--- src/rtl/ipc_mbx_pkg.sv ---
package ipc_mbx_pkg;

    // Occupancy states of one message queue
    typedef enum logic [1:0] {
        Q_EMPTY   = 2'd0,
        Q_PARTIAL = 2'd1,
        Q_FULL    = 2'd2
    } q_state_e;

    // Fixed register bases (byte addresses)
    localparam int ID_ADDR    = 'h000;
    localparam int MSG_BASE   = 'h040;
    localparam int FULL_BASE  = 'h080;
    localparam int LEVEL_BASE = 'h0C0;
    localparam int USER_BASE  = 'h100;
    localparam int WORD_BYTES = 4;

    // Per-user register placement for each layout
    function automatic int user_stride(input bit new_layout);
        return new_layout ? 16 : 8;
    endfunction

    function automatic int user_status_ofs(input bit new_layout);
        return new_layout ? 4 : 0;
    endfunction

    function automatic int user_enable_ofs(input bit new_layout);
        return new_layout ? 8 : 4;
    endfunction

    localparam int USER_DISABLE_OFS = 12;

endpackage

--- src/rtl/ipc_mbx_queue.sv ---
module ipc_mbx_queue
    import ipc_mbx_pkg::*;
#(
    parameter  int DATA_W = 32,
    parameter  int DEPTH  = 4,
    localparam int CNT_W  = $clog2(DEPTH + 1)
) (
    input  logic              clk,
    input  logic              rst_n,
    input  logic              push_req,
    input  logic              pop_req,
    input  logic [DATA_W-1:0] push_data,
    output logic [DATA_W-1:0] head_data,
    output logic              is_full,
    output logic [CNT_W-1:0]  level,
    output logic              push_evt,
    output logic              pop_evt
);

    localparam int PTR_W = (DEPTH > 1) ? $clog2(DEPTH) : 1;
    localparam logic [CNT_W-1:0] LVL_MAX = CNT_W'(DEPTH);
    localparam logic [PTR_W-1:0] PTR_LAST = PTR_W'(DEPTH - 1);

    q_state_e          st_q, st_d;
    logic [CNT_W-1:0]  cnt_q, cnt_d;
    logic [PTR_W-1:0]  wr_q, rd_q;
    logic [DATA_W-1:0] mem_q [DEPTH];
    logic              do_push, do_pop;

    function automatic logic [PTR_W-1:0] step(input logic [PTR_W-1:0] p);
        return (p == PTR_LAST) ? '0 : p + 1'b1;
    endfunction

    // Accepted operations: push wins if both were ever requested
    assign do_push = push_req && (st_q != Q_FULL);
    assign do_pop  = pop_req && !push_req && (st_q != Q_EMPTY);

    // Next-state logic
    always_comb begin
        st_d  = st_q;
        cnt_d = cnt_q;
        unique case (st_q)
            Q_EMPTY: begin
                if (do_push) begin
                    cnt_d = cnt_q + 1'b1;
                    st_d  = (DEPTH == 1) ? Q_FULL : Q_PARTIAL;
                end
            end
            Q_PARTIAL: begin
                if (do_push) begin
                    cnt_d = cnt_q + 1'b1;
                    st_d  = (cnt_q + 1'b1 == LVL_MAX) ? Q_FULL : Q_PARTIAL;
                end else if (do_pop) begin
                    cnt_d = cnt_q - 1'b1;
                    st_d  = (cnt_q == CNT_W'(1)) ? Q_EMPTY : Q_PARTIAL;
                end
            end
            Q_FULL: begin
                if (do_pop) begin
                    cnt_d = cnt_q - 1'b1;
                    st_d  = (DEPTH == 1) ? Q_EMPTY : Q_PARTIAL;
                end
            end
            default: begin
                st_d  = Q_EMPTY;
                cnt_d = '0;
            end
        endcase
    end

    // State register
    always_ff @(posedge clk or negedge rst_n) begin
        if (!rst_n) begin
            st_q  <= Q_EMPTY;
            cnt_q <= '0;
            wr_q  <= '0;
            rd_q  <= '0;
        end else begin
            st_q <= st_d;
            cnt_q <= cnt_d;
            if (do_push) wr_q <= step(wr_q);
            if (do_pop)  rd_q <= step(rd_q);
        end
    end

    // Storage
    always_ff @(posedge clk) begin
        if (do_push) mem_q[wr_q] <= push_data;
    end

    // Outputs
    always_comb begin
        head_data = (st_q == Q_EMPTY) ? '0 : mem_q[rd_q];
        is_full   = (st_q == Q_FULL);
        level     = cnt_q;
        push_evt  = do_push;
        pop_evt   = do_pop;
    end

    a_r3_level_bound: assert property (@(posedge clk) disable iff (!rst_n)
        cnt_q <= LVL_MAX);

    a_r3_full_state_matches_level: assert property (@(posedge clk) disable iff (!rst_n)
        (st_q == Q_FULL) == (cnt_q == LVL_MAX));

    a_r4_full_push_dropped: assert property (@(posedge clk) disable iff (!rst_n)
        (is_full && push_req) |=> (level == $past(level) && $stable(wr_q) && $stable(rd_q)));

    a_r5_empty_pop_inert: assert property (@(posedge clk) disable iff (!rst_n)
        (st_q == Q_EMPTY && pop_req && !push_req) |=> (cnt_q == '0 && $stable(rd_q)));

endmodule

--- src/rtl/ipc_mbx_user.sv ---
module ipc_mbx_user #(
    parameter int EV_W = 16
) (
    input  logic            clk,
    input  logic            rst_n,
    input  logic [EV_W-1:0] evt,
    input  logic [EV_W-1:0] stat_clr,
    input  logic [EV_W-1:0] en_set,
    input  logic [EV_W-1:0] en_clr,
    output logic [EV_W-1:0] status,
    output logic [EV_W-1:0] enable,
    output logic            irq
);

    logic [EV_W-1:0] status_q, enable_q;

    // Register update: a fresh event overrides a coincident clear
    always_ff @(posedge clk or negedge rst_n) begin
        if (!rst_n) begin
            status_q <= '0;
            enable_q <= '0;
        end else begin
            status_q <= (status_q & ~stat_clr) | evt;
            enable_q <= (enable_q | en_set) & ~en_clr;
        end
    end

    // Outputs
    always_comb begin
        status = status_q;
        enable = enable_q;
        irq    = |(status_q & enable_q);
    end

    a_r6_event_sets_status: assert property (@(posedge clk) disable iff (!rst_n)
        (|evt) |=> ((status & $past(evt)) == $past(evt)));

    a_r8_w1c_clears: assert property (@(posedge clk) disable iff (!rst_n)
        (|(stat_clr & ~evt)) |=> ((status & $past(stat_clr & ~evt)) == '0));

    a_r9_no_irq_without_enable: assert property (@(posedge clk) disable iff (!rst_n)
        (enable == '0) |-> !irq);

endmodule

--- src/rtl/ipc_mailbox.sv ---
module ipc_mailbox
    import ipc_mbx_pkg::*;
#(
    parameter int         NUM_Q      = 8,
    parameter int         Q_DEPTH    = 4,
    parameter int         NUM_USERS  = 4,
    parameter bit         NEW_LAYOUT = 1'b1,
    parameter int         ADDR_W     = 10,
    parameter logic [3:0] REV_MAJOR  = 4'd2,
    parameter logic [3:0] REV_MINOR  = 4'd0
) (
    input  logic                 clk,
    input  logic                 rst_n,
    input  logic                 bus_sel,
    input  logic                 bus_wr,
    input  logic [ADDR_W-1:0]    bus_addr,
    input  logic [31:0]          bus_wdata,
    output logic [31:0]          bus_rdata,
    output logic [NUM_USERS-1:0] irq
);

    localparam int EV_W   = 2 * NUM_Q;
    localparam int CNT_W  = $clog2(Q_DEPTH + 1);
    localparam int STRIDE = user_stride(NEW_LAYOUT);
    localparam int ST_OFS = user_status_ofs(NEW_LAYOUT);
    localparam int EN_OFS = user_enable_ofs(NEW_LAYOUT);
    localparam logic [ADDR_W-1:0] A_ID = ADDR_W'(ID_ADDR);

    logic wr_acc, rd_acc;
    assign wr_acc = bus_sel && bus_wr;
    assign rd_acc = bus_sel && !bus_wr;

    // Queue-side signals
    logic [NUM_Q-1:0] hit_msg, hit_full, hit_lvl;
    logic [NUM_Q-1:0] q_full, q_push_evt, q_pop_evt;
    logic [31:0]      q_head [NUM_Q];
    logic [CNT_W-1:0] q_lvl  [NUM_Q];
    logic [EV_W-1:0]  ev_vec;

    // User-side signals
    logic [NUM_USERS-1:0] hit_stat, hit_en_rd;
    logic [EV_W-1:0]      u_status [NUM_USERS];
    logic [EV_W-1:0]      u_enable [NUM_USERS];

    generate
        if (EV_W < 32) begin : g_spare
            logic unused_wdata_hi;
            assign unused_wdata_hi = ^bus_wdata[31:EV_W];
        end

        for (genvar m = 0; m < NUM_Q; m++) begin : g_q
            localparam logic [ADDR_W-1:0] A_MSG  = ADDR_W'(MSG_BASE   + WORD_BYTES * m);
            localparam logic [ADDR_W-1:0] A_FULL = ADDR_W'(FULL_BASE  + WORD_BYTES * m);
            localparam logic [ADDR_W-1:0] A_LVL  = ADDR_W'(LEVEL_BASE + WORD_BYTES * m);

            assign hit_msg[m]  = (bus_addr == A_MSG);
            assign hit_full[m] = (bus_addr == A_FULL);
            assign hit_lvl[m]  = (bus_addr == A_LVL);

            ipc_mbx_queue #(
                .DATA_W (32),
                .DEPTH  (Q_DEPTH)
            ) q_i (
                .clk       (clk),
                .rst_n     (rst_n),
                .push_req  (wr_acc && hit_msg[m]),
                .pop_req   (rd_acc && hit_msg[m]),
                .push_data (bus_wdata),
                .head_data (q_head[m]),
                .is_full   (q_full[m]),
                .level     (q_lvl[m]),
                .push_evt  (q_push_evt[m]),
                .pop_evt   (q_pop_evt[m])
            );

            assign ev_vec[2*m]   = q_push_evt[m];
            assign ev_vec[2*m+1] = q_pop_evt[m];
        end

        for (genvar u = 0; u < NUM_USERS; u++) begin : g_u
            localparam logic [ADDR_W-1:0] A_ST = ADDR_W'(USER_BASE + STRIDE * u + ST_OFS);
            localparam logic [ADDR_W-1:0] A_EN = ADDR_W'(USER_BASE + STRIDE * u + EN_OFS);
            logic [EV_W-1:0] st_clr, en_set, en_clr;
            logic            hit_en;

            assign hit_stat[u] = (bus_addr == A_ST);
            assign hit_en      = (bus_addr == A_EN);
            assign st_clr      = (wr_acc && hit_stat[u]) ? bus_wdata[EV_W-1:0] : '0;

            if (NEW_LAYOUT) begin : g_setclr
                localparam logic [ADDR_W-1:0] A_DIS =
                    ADDR_W'(USER_BASE + STRIDE * u + USER_DISABLE_OFS);
                logic hit_dis;
                assign hit_dis      = (bus_addr == A_DIS);
                assign hit_en_rd[u] = hit_en || hit_dis;
                assign en_set = (wr_acc && hit_en)  ? bus_wdata[EV_W-1:0] : '0;
                assign en_clr = (wr_acc && hit_dis) ? bus_wdata[EV_W-1:0] : '0;
            end else begin : g_direct
                assign hit_en_rd[u] = hit_en;
                assign en_set = (wr_acc && hit_en) ?  bus_wdata[EV_W-1:0] : '0;
                assign en_clr = (wr_acc && hit_en) ? ~bus_wdata[EV_W-1:0] : '0;
            end

            ipc_mbx_user #(
                .EV_W (EV_W)
            ) user_i (
                .clk      (clk),
                .rst_n    (rst_n),
                .evt      (ev_vec),
                .stat_clr (st_clr),
                .en_set   (en_set),
                .en_clr   (en_clr),
                .status   (u_status[u]),
                .enable   (u_enable[u]),
                .irq      (irq[u])
            );
        end
    endgenerate

    // Read multiplexer: address hits are mutually exclusive
    always_comb begin
        bus_rdata = '0;
        if (bus_addr == A_ID) bus_rdata = {24'd0, REV_MAJOR, REV_MINOR};
        for (int m = 0; m < NUM_Q; m++) begin
            if (hit_msg[m])  bus_rdata = q_head[m];
            if (hit_full[m]) bus_rdata = 32'(q_full[m]);
            if (hit_lvl[m])  bus_rdata = 32'(q_lvl[m]);
        end
        for (int u = 0; u < NUM_USERS; u++) begin
            if (hit_stat[u])  bus_rdata = 32'(u_status[u]);
            if (hit_en_rd[u]) bus_rdata = 32'(u_enable[u]);
        end
    end

    a_r12_irq_low_after_reset: assert property (@(posedge clk)
        $rose(rst_n) |-> (irq == '0));

endmodule

--- config.mk ---
export PLATFORM = sky130hd
export DESIGN_NAME = ipc_mailbox
export DESIGN_NICKNAME = d
export VERILOG_FILES = /design/src/rtl/ipc_mbx_pkg.sv /design/src/rtl/ipc_mbx_queue.sv /design/src/rtl/ipc_mbx_user.sv /design/src/rtl/ipc_mailbox.sv
export SDC_FILE = /design/constraint.sdc
export NUM_CORES = 1
export LEC_CHECK = 0
export ABC_CLOCK_PERIOD_IN_PS = 6400
export BUFFER_PORTS_ARGS = -buffer_cell sky130_fd_sc_hd__clkbuf_2
export CAP_MARGIN = 20
export CORE_MARGIN = 5
export CORE_UTILIZATION = 40
export CTS_CLUSTER_DIAMETER = 40
export DETAILED_ROUTE_END_ITERATION = 7
export GPL_TIMING_DRIVEN = 0
export HOLD_SLACK_MARGIN = 0.12
export PLACE_DENSITY = 0.6
export SLEW_MARGIN = 40
export SYNTH_ARGS = -nofsm -noshare
export SYNTH_HDL_FRONTEND = slang
export SYNTH_SLANG_ARGS = --single-unit
--- constraint.sdc ---
create_clock -name clk -period 6.4 [get_ports clk]
set_input_delay 0.32 -clock clk [delete_from_list [all_inputs] [get_ports clk]]
set_output_delay 0.32 -clock clk [all_outputs]
set_load 0.005 [all_outputs]
==> run summary <==
Walking the worst path, the cells encountered are dlygate4sd3_1 -> clkbuf_2 -> buf_2 -> nor4bb_1 -> clkbuf_1 -> nand3_1 -> nor2_2 -> clkbuf_1 -> a22oi_1 -> nand4_1 -> clkbuf_2. Mapped cell area: 51200 sq um. Detailed placement finished with a half-perimeter wire length of 101 mm.

The register bit total from synthesis is 1224. The min-delay analysis places its worst path in the category in2async. The Yosys step of the flow raised 0 warnings. The finished cells cover 59800 sq um. The run finished with clean final reports.

Of all nets on the critical path, the largest fanout is 10. On the critical path the largest part of the delay comes from buffers and inverters. In this run the core area contains 131 standard-cell rows.

In this run the count of I/O pins placed on the die edge is 82. The type of the worst setup path was in2out. The worst setup path is captured at a primary output. In this run the tightest slew margin relative to its limit is 40.3%. The number of maximum-capacitance violations was 0. The cell area after placement was 54500 sq um; the switching fraction of total power was 21.3%. For this run, the share of the core covered by cells in the final layout is 47.0%. The transition time at the pin with the least slew margin works out to 0.896 ns.

Counting every net in the synthesized netlist gives 3198. The max-slew violation count came out at 0. The cell count after synthesis came out at 3080. Remaining routing DRC violations: 0. Hold timing on the final database bottoms out at a slack of 0.156 ns. The via total after detailed routing came out at 30831. Summed over all nets, the switching power comes to 3.82 mW.

The insertion delay to the later sink of the worst-skew pair was 0.77 ns. The number of enable-type register cells in the synthesized netlist is 1024. The total setup buffers inserted after CTS came out at 0.

For this block, the initial DRC count from the detailed router was 3710. Setup repair after global routing left no endpoint under its margin. For the total routing usage reported by global routing, the log shows 21.9%. After detailed routing, the number of vias per cell comes to 6.00. The logs give 0.0334 ns for the worst setup skew after layout and 150 for the CTS buffer count. The delay of the slowest cell on the worst path was 0.70 ns. The standby leakage power is 20.6 nW. TritonCTS built the clock tree. The starting utilization of the core area is 40.2%. For this run, the detailed router's first-pass iteration total came to 5. The summed negative setup slack over all endpoints is 0 ns. The logs give 0 for the final antenna-violating net count and 86 for the post-synthesis cell type count. The total number of clock tree sinks was 1224. Final worst-path cycle share: 76.9%. Per report_power, the sequential group accounts for 48.6% of the total.

The congestion estimate from routability-driven global placement came to 0.965. The internal power of the cells totals 14.1 mW. The clock slew at the register clock pins of the worst setup and hold paths was 0.06 ns.

The cell type of the slowest stage on the worst timing path was nor2_2. The flip-flop cell with the highest count after synthesis was edfxtp_1. From left edge to right edge, the die measures 368 microns. The die covers 135000 sq um.

Each instance of the synthesized netlist takes up on average 16.6 sq um. For the number of antenna violations at the first check in global routing, the log shows 5. The number of buffer and inverter stages on the critical path is 6. In this run the power density over the cells is 299 nW/um^2. The share of power burned in the clock network is 48.6%, and the growth of design area from synthesis to finish is 16.8%. At the end of the flow, the number of nets in the layout was 3471.

Cells with a size suffix above 1 make up 22.9% of the layout. STA classifies the critical path startpoint as an input pin. During placement, the flow inserted port buffers numbering 80. Die boundary height: 368 microns.

Via count of the first global-routing pass: 30047. The logs give 0.000268 V for the maximum ir drop on the vdd rail and 17.9 mW for the final total power. The logs give 6.08 ns for the required time of the critical path and 3 for the worst-case clock buffer depth.

For this run the aggregate overflow at the end of global routing stands at 0. Sequential cells were found to cover 69.8% of the synthesized design area. Setup violations remaining at the end of the flow were counted as 0. The H-tree was split into 4 levels. The logs give 127000 sq um for the total core area and 4.60 ns for the critical path data arrival time. The first global-routing pass estimated 216 mm of wire. Entering global routing, the biggest net connects 62 pins. For this run, the top clock speed supported by timing is 203 MHz. The number of hold-slack violations in the final timing report is 0, and the average routed wire per standard cell is 29.1 microns.

Wires add up to 149 mm. The tools report the root buffer cell as clkbuf_16. The share of flip-flops with an asynchronous set or reset was 16.3%. In this run, the combinational gates consume 2.7% of the power. The final critical-path required period works out to 4.92 ns.
-- area by class of cell --
type	instances	area (sq um)
diodes	1	2.50
plain buffers	203	928
clock buffers	176	3990
clock inverters	97	1160
fillers	10833	67500
inverters	43	161
multi-input cells	1610	14600
flip-flops and latches	1224	35800
well taps	1662	2080
repair buffers	121	1190
-- cells in the mapped netlist, drive strengths merged (11+ instances only) --
library cell / number / area [sq um]
xor2: 17 / 149
a221oi: 36 / 315
ha: 72 / 901
a22o: 23 / 201
a31oi: 15 / 93.8
and2: 38 / 240
mux2i: 12 / 120
nand2b: 15 / 93.8
a21o: 59 / 443
nand3: 43 / 215
and3: 14 / 87.6
a21oi: 269 / 1350
mux2: 11 / 124
o22ai: 31 / 194
clkbuf: 109 / 409
a32oi: 17 / 149
dfrtp: 200 / 5000
nor2: 100 / 390
a22oi: 104 / 781
nor3: 41 / 274
nand2: 188 / 708
buf: 94 / 502
o21ai: 80 / 400
o32ai: 13 / 114
edfxtp: 1024 / 30700
nand4: 26 / 163
mux4: 256 / 5770
inv: 43 / 161
nor2b: 11 / 68.8
-- timing repair --
action / CTS / global route
setup endpoints to repair: 0 / 0
hold buffers: 8 / 1
hold endpoints to repair: 225 / 12
resized for setup: 0 / 0
-- registers in the layout, summed over array words and instances (netlist names) --
name and cells:
g_q.q_i.mem_q 1024, g_q.q_i.wr_q 16, g_q.q_i.rd_q 16, g_u.user_i.status 64, g_q.q_i.level 24, g_u.user_i.enable 64, g_q.q_i.st_q 16
-- stage by stage --
step / setup WS, ns / instances
final: 1.48 / 5137
after detailed placement: 1.93 / 4853
after CTS: 1.31 / 5134
after floorplan: 3.28 / 3080
after global routing: 1.37 / 5137
after global placement: 0.540 / 4822
-- placed cells by master (no fill, tap or decap), drive strengths merged, types with 43 or more instances in the layout --
master / count
ha: 72
clkinv: 45
a21oi: 269
a21o: 59
clkbuf: 363
buf: 129
dfrtp: 200
nand2: 188
mux4: 256
nand3: 43
o21ai: 80
edfxtp: 1024
a22oi: 104
nor2: 100
inv: 65
-- per-layer routing --
layer | vias up | routed length (microns) | GRT usage (%)
met1 | 16044 | 62400 | 31.4
met4 | 2 | 4960 | 7.41
met5 | - | 13 | 0
met3 | 239 | 13700 | 4.64
li1 | 12988 | - | -
met2 | 1558 | 68200 | 33.5
-- logic make-up after synthesis --
kind of cell | after synthesis | synth area share (%)
adder cells (fa/ha/maj) | 72 | 1.76
buffers and inverters | 246 | 2.09
multiplexers | 279 | 11.7
AO/OA/AOI/OAI | 711 | 8.94
flip-flops | 1224 | 69.8
XOR/XNOR | 22 | 0.376
AND/OR/NAND/NOR | 526 | 5.31
-- worst reg2reg max path, cell delays in order, from the launching register on --
cell and delay, ns:
dfrtp_1 0.35, clkbuf_1 0.22, nand2b_1 0.21, and3_1 0.17, clkbuf_1 0.54, buf_2 0.47
and2_4 0.27, buf_12 0.22
-- power groups by stage --
| stage | combinational (mW) | clock [mW] | sequential [mW] |
|---|---|---|---|
| finish | 0.490 | 8.71 | 8.71 |
| global route | 0.533 | 9.21 | 8.71 |
| CTS | 0.487 | 8.85 | 8.71 |
| detailed placement | 0.482 | 0 | 8.87 |
| global placement | 0.457 | 0 | 8.87 |
| floorplan | 0.219 | 0 | 8.86 |
-- path summary, 6_finish.rpt --
kind,start,to,slack (ns),cells past startpoint
worst max-delay path,bus_addr[5],bus_rdata[18],1.48,11
worst min-delay path,rst_n,g_u[1].user_i.status[4]$_DFF_PN0_,0.16,3
worst max register to register,g_q[7].q_i.st_q[1]$_DFFE_PN0P_,g_q[7].q_i.mem_q[3][16]$_DFFE_PP_,3.60,7
worst min register to register,g_u[0].user_i.status[4]$_DFF_PN0_,g_u[0].user_i.status[4]$_DFF_PN0_,0.51,1
max in group asynchronous,rst_n,g_q[5].q_i.level[1]$_DFFE_PN0P_,5.86,3
min in group clk,bus_wdata[8],g_u[2].user_i.status[8]$_DFF_PN0_,0.16,3
Note: power is estimated with default switching activity, not from simulation.
